===== config.mk =====
export PLATFORM = sky130hd
export DESIGN_NAME = spi_bit_rate_gen
export DESIGN_NICKNAME = d
export VERILOG_FILES = /design/src/rtl/spi_rate_pkg.sv /design/src/rtl/spi_rate_prescaler.sv /design/src/rtl/spi_rate_divider.sv /design/src/rtl/spi_rate_sck.sv /design/src/rtl/spi_bit_rate_gen.sv
export SDC_FILE = /design/constraint.sdc
export NUM_CORES = 1
export LEC_CHECK = 0
export BUFFER_PORTS_ARGS = -buffer_cell sky130_fd_sc_hd__buf_2
export CORE_MARGIN = 2
export CORE_UTILIZATION = 54
export DETAILED_ROUTE_END_ITERATION = 8
export PLACE_DENSITY_LB_ADDON = 0.08
export SETUP_SLACK_MARGIN = 0.3
export SLEW_MARGIN = 20
export SYNTH_ARGS = -nofsm -noshare
export SYNTH_HDL_FRONTEND = slang
export SYNTH_SLANG_ARGS = --single-unit

===== constraint.sdc =====
create_clock -name clk_i -period 2.5 [get_ports clk_i]
set_clock_uncertainty 0.05 [all_clocks]
set_input_delay 0.375 -clock clk_i [delete_from_list [all_inputs] [get_ports clk_i]]
set_output_delay 0.375 -clock clk_i [all_outputs]
set_load 0.05 [all_outputs]

===== src/rtl/spi_rate_pkg.sv =====
package spi_rate_pkg;
  parameter int unsigned PRE_W    = 3;  // prescale select width
  parameter int unsigned RATE_W   = 4;  // rate select width
  parameter int unsigned MAX_EXP  = 8;  // largest legal rate code (divide by 512)
  localparam int unsigned DIV_W   = (MAX_EXP > 0) ? MAX_EXP : 1;

  // reserved codes fold onto the slowest legal rate
  function automatic logic [RATE_W-1:0] clamp_rate(input logic [RATE_W-1:0] sel);
    if (sel > RATE_W'(MAX_EXP)) return RATE_W'(MAX_EXP);
    return sel;
  endfunction
endpackage


===== src/rtl/spi_rate_prescaler.sv =====
module spi_rate_prescaler #(
  parameter int unsigned W = 3
) (
  input  logic         clk_i,
  input  logic         rst_ni,
  input  logic         en_i,
  input  logic [W-1:0] sel_i,
  output logic         tc_o
);
  logic [W-1:0] cnt_q;

  assign tc_o = en_i && (cnt_q == sel_i);

  always_ff @(posedge clk_i or negedge rst_ni) begin
    if (!rst_ni)               cnt_q <= '0;
    else if (!en_i || tc_o)    cnt_q <= '0;
    else                       cnt_q <= cnt_q + W'(1);
  end


  pre_range_chk: assert property (@(posedge clk_i) disable iff (!rst_ni)
    (en_i && $stable(sel_i)) |-> (cnt_q <= sel_i));

  pre_gated_chk: assert property (@(posedge clk_i) disable iff (!rst_ni)
    !en_i |=> (cnt_q == '0));
endmodule


===== src/rtl/spi_rate_divider.sv =====
module spi_rate_divider #(
  parameter int unsigned DW = 8,
  parameter int unsigned EW = 4
) (
  input  logic          clk_i,
  input  logic          rst_ni,
  input  logic          en_i,
  input  logic          step_i,
  input  logic [EW-1:0] exp_i,
  output logic          tc_o
);
  logic [DW-1:0] cnt_q;
  logic [DW:0]   one_sh;
  logic [DW-1:0] lim;

  // half-period in prescaler steps is 2^exp
  always_comb begin
    one_sh = (DW+1)'(1) << exp_i;
    lim    = DW'(one_sh - (DW+1)'(1));
  end

  assign tc_o = step_i && (cnt_q == lim);

  always_ff @(posedge clk_i or negedge rst_ni) begin
    if (!rst_ni)        cnt_q <= '0;
    else if (!en_i)     cnt_q <= '0;
    else if (tc_o)      cnt_q <= '0;
    else if (step_i)    cnt_q <= cnt_q + DW'(1);
  end


  div_range_chk: assert property (@(posedge clk_i) disable iff (!rst_ni)
    (en_i && $stable(exp_i)) |-> (cnt_q <= lim));

  div_gated_chk: assert property (@(posedge clk_i) disable iff (!rst_ni)
    !en_i |=> (cnt_q == '0));
endmodule


===== src/rtl/spi_rate_sck.sv =====
module spi_rate_sck (
  input  logic clk_i,
  input  logic rst_ni,
  input  logic en_i,
  input  logic tick_i,
  input  logic cpol_i,
  output logic sck_o
);
  logic phase_q;

  always_ff @(posedge clk_i or negedge rst_ni) begin
    if (!rst_ni)      phase_q <= 1'b0;
    else if (!en_i)   phase_q <= 1'b0;
    else if (tick_i)  phase_q <= ~phase_q;
  end

  // idle level returns in the same cycle the enable drops
  assign sck_o = cpol_i ^ (en_i & phase_q);


  sck_toggle_chk: assert property (@(posedge clk_i) disable iff (!rst_ni)
    (en_i && tick_i) |=> (!en_i || !$stable(cpol_i) || (sck_o != $past(sck_o))));

  sck_hold_chk: assert property (@(posedge clk_i) disable iff (!rst_ni)
    (en_i && !tick_i) |=> (!en_i || !$stable(cpol_i) || $stable(sck_o)));
endmodule


===== src/rtl/spi_bit_rate_gen.sv =====
module spi_bit_rate_gen
  import spi_rate_pkg::*;
(
  input  logic              clk_i,
  input  logic              rst_ni,
  input  logic              master_i,
  input  logic              xfer_i,
  input  logic [PRE_W-1:0]  pre_sel_i,
  input  logic [RATE_W-1:0] rate_sel_i,
  input  logic              cpol_i,
  output logic              tick_o,
  output logic              sck_o
);
  logic              run;
  logic              pre_tc;
  logic [RATE_W-1:0] rate_exp;

  assign run      = master_i & xfer_i;
  assign rate_exp = clamp_rate(rate_sel_i);

  spi_rate_prescaler #(.W(PRE_W)) u_pre (
    .clk_i (clk_i),
    .rst_ni(rst_ni),
    .en_i  (run),
    .sel_i (pre_sel_i),
    .tc_o  (pre_tc)
  );

  spi_rate_divider #(.DW(DIV_W), .EW(RATE_W)) u_div (
    .clk_i (clk_i),
    .rst_ni(rst_ni),
    .en_i  (run),
    .step_i(pre_tc),
    .exp_i (rate_exp),
    .tc_o  (tick_o)
  );

  spi_rate_sck u_sck (
    .clk_i (clk_i),
    .rst_ni(rst_ni),
    .en_i  (run),
    .tick_i(tick_o),
    .cpol_i(cpol_i),
    .sck_o (sck_o)
  );


  no_tick_idle_chk: assert property (@(posedge clk_i) disable iff (!rst_ni)
    !run |-> !tick_o);

  start_level_chk: assert property (@(posedge clk_i) disable iff (!rst_ni)
    ($rose(run) && $stable(cpol_i)) |-> (sck_o == cpol_i));
endmodule


## Word-level counts from Yosys, hierarchy flattened

Cells that the tools add are included.

- Bits in registers: 12
- Output and inout bits: 2
- Bits of input ports: 12
- Word-level logic and storage cells: 29

- Shifts and indexed selects: 1
- Multiplexer cells: 9
- Bitwise logic cells: 4
- $lt $le $gt $ge: 1
- Reduce and logical (&&, ||, !) cells: 4
- Eq/ne operators: 4
- $add $sub $neg: 3

Operators with widths:

| cell | number |
|---|---|
| $mux W8 | 3 |
| $add A8 B1 Y8 const B | 1 |
| $eq A8 B8 Y1 | 1 |
| $mux W4 | 2 |
| $shl A1 B4 Y8 const A | 1 |
| $sub A8 B1 Y8 const B | 1 |
| $gt A4 B4 Y1 const B | 1 |
| $add A3 B1 Y3 const B | 1 |
| $eq A3 B3 Y1 | 1 |
| $mux W1 | 3 |
| $mux W3 | 1 |
| $ne A3 B3 Y1 const B | 1 |
| $and A1 B1 Y1 | 2 |
| $logic_and A1 B1 Y1 | 2 |
| $ne A2 B2 Y1 const B | 1 |
| $logic_not A1 Y1 | 1 |
| $logic_or A1 B1 Y1 | 1 |
| $not A1 Y1 | 1 |
| $xor A1 B1 Y1 | 1 |

## Depth between registers and ports, before layout

- Depth in word-level cells: 9
- Depth in mapped cells: 9
- Mapped depth without buffers: 8

## Hierarchy

Synthesis repeated with hierarchy kept, for this count alone.

- Cells, all modules: 112
- Area total of the unflattened synthesis: 977.2 µm²

Modules (own cells, without submodules):

| module | cells an instance | area an instance (µm²) | sequential area each (µm²) | instances |
|---|---|---|---|---|
| spi_rate_divider | 88 | 732.0 | 200.2 | 1 |
| spi_rate_prescaler | 14 | 163.9 | 75.1 | 1 |
| spi_rate_sck | 5 | 52.6 | 25.0 | 1 |
| spi_bit_rate_gen | 5 | 28.8 | 0.0 | 1 |

## Worst setup path before layout

No wires, ideal clock.

- Kind: input to output
- From: input rate_sel_i[3]
- To: output tick_o
- Data required time: 2075 ps
- Stages on the path: 8
- Setup slack: -1949 ps
- Path buffers: 1
- Data arrival time: 4024 ps
- Path through: buf_2 > nor2_1 > nand3b_1 > ha_1 > or3_1 > a21oi_2 > o21ai_1 > a2111oi_0

- Cells in the longest elaborated chain, start to end: 7

Ends and longest elaborated chain:

| what | line | RTL |
|---|---|---|
| from (decl) | spi_bit_rate_gen.sv:9 | `input logic [RATE_W-1:0] rate_sel_i,` |
| $gt A4 B4 Y1 | spi_rate_pkg.sv:9 | `if (sel > RATE_W'(MAX_EXP)) return RATE_W'(MAX_EXP);` |
| $mux W1 | spi_rate_pkg.sv:9 |  |
| $mux W4 (*) | spi_rate_pkg.sv:10 | `return sel;` |
| $shl A1 B4 Y8 (*) | spi_rate_divider.sv:18 | `one_sh = (DW+1)'(1) << exp_i;` |
| $sub A8 B1 Y8 (*) | spi_rate_divider.sv:19 | `lim = DW'(one_sh - (DW+1)'(1));` |
| $eq A8 B8 Y1 (*) | spi_rate_divider.sv:22 | `assign tc_o = step_i && (cnt_q == lim);` |
| $logic_and A1 B1 Y1 (*) | spi_rate_divider.sv:22 |  |
| to (decl) | spi_bit_rate_gen.sv:11 | `output logic tick_o,` |

Mark *: on every way between the ends. The rest lies on a longest branch, timed or not.

## Final worst setup path

Ends and elaborated chain as after synthesis.

==> results.toml <==
[setup_path]
cp-start-kind = "input port"
arrival_ns = 2.04
path_class = "in2out"
endpoint_kind = "output port"
worstPathMaxFanout = 4
worstPathRequired_ns = 2.08
reg2regPathDepth = 7

[cts]
cts.path.max_buffers = 2
clk-insertion-delay-late_ns = 0.27
clock-sinks = 12
postCtsSetupRepairBufs = 0
clk_pin_slew_ns = 0.07
cts_max_level = 1
cts_tree = "built"
clockRootBuffer = "clkbuf_4"
cts_made_buffers = 3

[synth]
ys_types = 32
syn_area_um2 = 904.6
synthCells = 94
yosys_warnings = 0
syn_area_per_cell_um2 = 9.624
syn_nets = 109
synth-seq-area-share_pct = 33.20
yosys_register_bits = 12

[route]
detail-route-antenna-nets = 0
detail_route.wl_per_cell_um = 14.47
avgViaCountPerCell = 5.885
drt_pass1_iterations = 4
via_count = 771
drc_errors = 0
initialDrtViolationCount = 20
drt_wl_total_um = 1895

[placement]
hpwl_um = 1388
dpl.cell_count = 126
dp_slack_ns = -0.09067
port-buffer-count = 13
gp_congestion = 0.7843
dpl_cell_area_um2 = 1056

[layout]
areaGrowthSynthToFinish_pct = 24.62
fin_nets = 132
post-route-util_pct = 73.13
regArea_um2 = 301.5
antenna_cells = 0
layout_common_cells = "xor2_1 (11), nor3_1 (11), buf_2 (11), dfrtp_1 (11)"
final_area_um2 = 1127
multi_input_area_um2 = 613.1
fin_cells = 131
drive_gt1_share_pct = 32.17
fillers = 121

[status]
status = "finished clean"

[floorplanning]
core_um2 = 1541
die_w_um = 44.93
die_h_um = 44.93
rows = 14
start_util_pct = 58.69
ioPinCount = 14
dieArea_um2 = 2019

[hold_path]
hold_class = "in2reg"
hold_path_depth = 3

[sta]
drv_slew = 0
rsz0062_at_grt = "yes"
relSlewSlack_pct = 68.49
hold_viol = 0
finalSetupViolCount = 0
postLayoutSetupSlackWorst_ns = 0.03385
fmaxAchievable_mhz = 405.5
fin_crit_ns = 2.466
worst_pin_slew_ns = 0.4693
finalCritPeriodShare_pct = 98.65
whs_ns = 0.3574

[global_route]
antenna_found_initial = 0
track_usage_pct = 21.29
overflow = 0
grt_max_degree = 15
grt_pass1_wl_um = 3015
grt_pass1_vias = 745

[job]
drv_cap = 0

[power_and_ir_drop]
power_density_nw_per_um2 = 351.9
cellLeakagePower_uw = 0.0004613
irDropWorstVdd_mv = 0.3508
cells in the mapped netlist (all sizes together):
| cell type | number | area share [%] |
|---|---|---|
| nand3b | 1 | 0.83 |
| clkbuf | 3 | 1.2 |
| nor2 | 7 | 3.2 |
| and3 | 3 | 2.1 |
| ha | 3 | 4.1 |
| nor3 | 11 | 6.1 |
| o22ai | 1 | 0.69 |
| xor2 | 11 | 11 |
| a21oi | 2 | 1.5 |
| o2111ai | 5 | 5.5 |
| nor2b | 1 | 0.69 |
| buf | 3 | 3.0 |
| nand2 | 8 | 3.3 |
| and2 | 1 | 0.69 |
| a2111oi | 3 | 7.1 |
| mux2i | 1 | 1.1 |
| nand3 | 2 | 1.1 |
| nor4b | 1 | 0.97 |
| a21boi | 1 | 0.83 |
| or3 | 2 | 1.9 |
| dfrtp | 12 | 33 |
| o21ai | 2 | 1.1 |
| o21a | 2 | 1.7 |
| nand4 | 2 | 1.4 |
| xnor2 | 5 | 4.8 |
| o32a | 1 | 1.1 |
logic make-up (layout without fill, tap and decap cells):
logic type / Yosys count / after routing / synth area share, %
simple gates: 39 / 39 / 22.27
mux: 1 / 1 / 1.107
flops: 12 / 12 / 33.20
xor+xnor: 16 / 16 / 15.49
compound gates: 17 / 17 / 19.50
buf+inv: 6 / 27 / 4.287
fa+ha+maj: 3 / 3 / 4.150
report_power, final:
part / switching [uW] / internal (uW) / leakage (uW)
Sequential: 3.14 / 196 / 0.000165
Clock: 58.2 / 55.8 / 0.0000138
Combinational: 46.2 / 37.1 / 0.000283
worst max-delay path: stages:
cell and delay (ns):
buf_6 0.10, nor2_4 0.11, nand3b_1 0.12, ha_4 0.20, or3_1 0.32, a21oi_2 0.16
o21ai_2 0.11, a2111oi_4 0.34, buf_6 0.21
worst paths after layout:
path                                     start        endpoint  slack [ns]
worst min-delay path                    xfer_i  u_div.cnt_q[1]        0.36
max in group asynchronous               rst_ni  u_div.cnt_q[0]        1.72
worst max register to register  u_pre.cnt_q[0]   u_sck.phase_q        0.48
worst min register to register   u_sck.phase_q   u_sck.phase_q        0.41
worst max-delay path             rate_sel_i[3]          tick_o        0.03
min in group asynchronous               rst_ni   u_sck.phase_q        0.46
through the flow:
step                      power (uW)   TNS, ns
after floorplan                257.5   -0.1632
after global placement         281.0  -0.07289
after detailed placement       282.6  -0.09067
after CTS                      401.1         0
after global routing           416.0  -0.03244
final                          396.7         0
flip-flops by register name, indices dropped and copies added, names as in the netlist:
register and cells:
u_div.cnt_q 8, u_pre.cnt_q 3, u_sck.phase_q 1
metal layers:
metal / GRT usage [%] / part of all wire [%] / vias to the layer above
li1: - / - / 393
met5: 0 / 0 / -
met4: 15.88 / 1.7 / 0
met2: 36.86 / 53 / 17
met3: 1.200 / 2.4 / 4
met1: 24.48 / 43 / 357
timing repair:
item / CTS / global route
gates cloned: 0 / 1
resized for setup: 2 / 7
setup endpoints to repair: 1 / 10
pin swaps: 3 / 4
endpoints found under the hold margin: 12 / 0
hold buffers: 1 / 0
area by class of cell:
cell class	instances	share of cell area, %
Sequential cell	12	26.75
Timing Repair Buffer	24	15.09
Clock buffer	3	1.998
Multi-Input combinational cell	76	54.38
Tap cell	16	1.776
(Power assumes the default switching activity.)
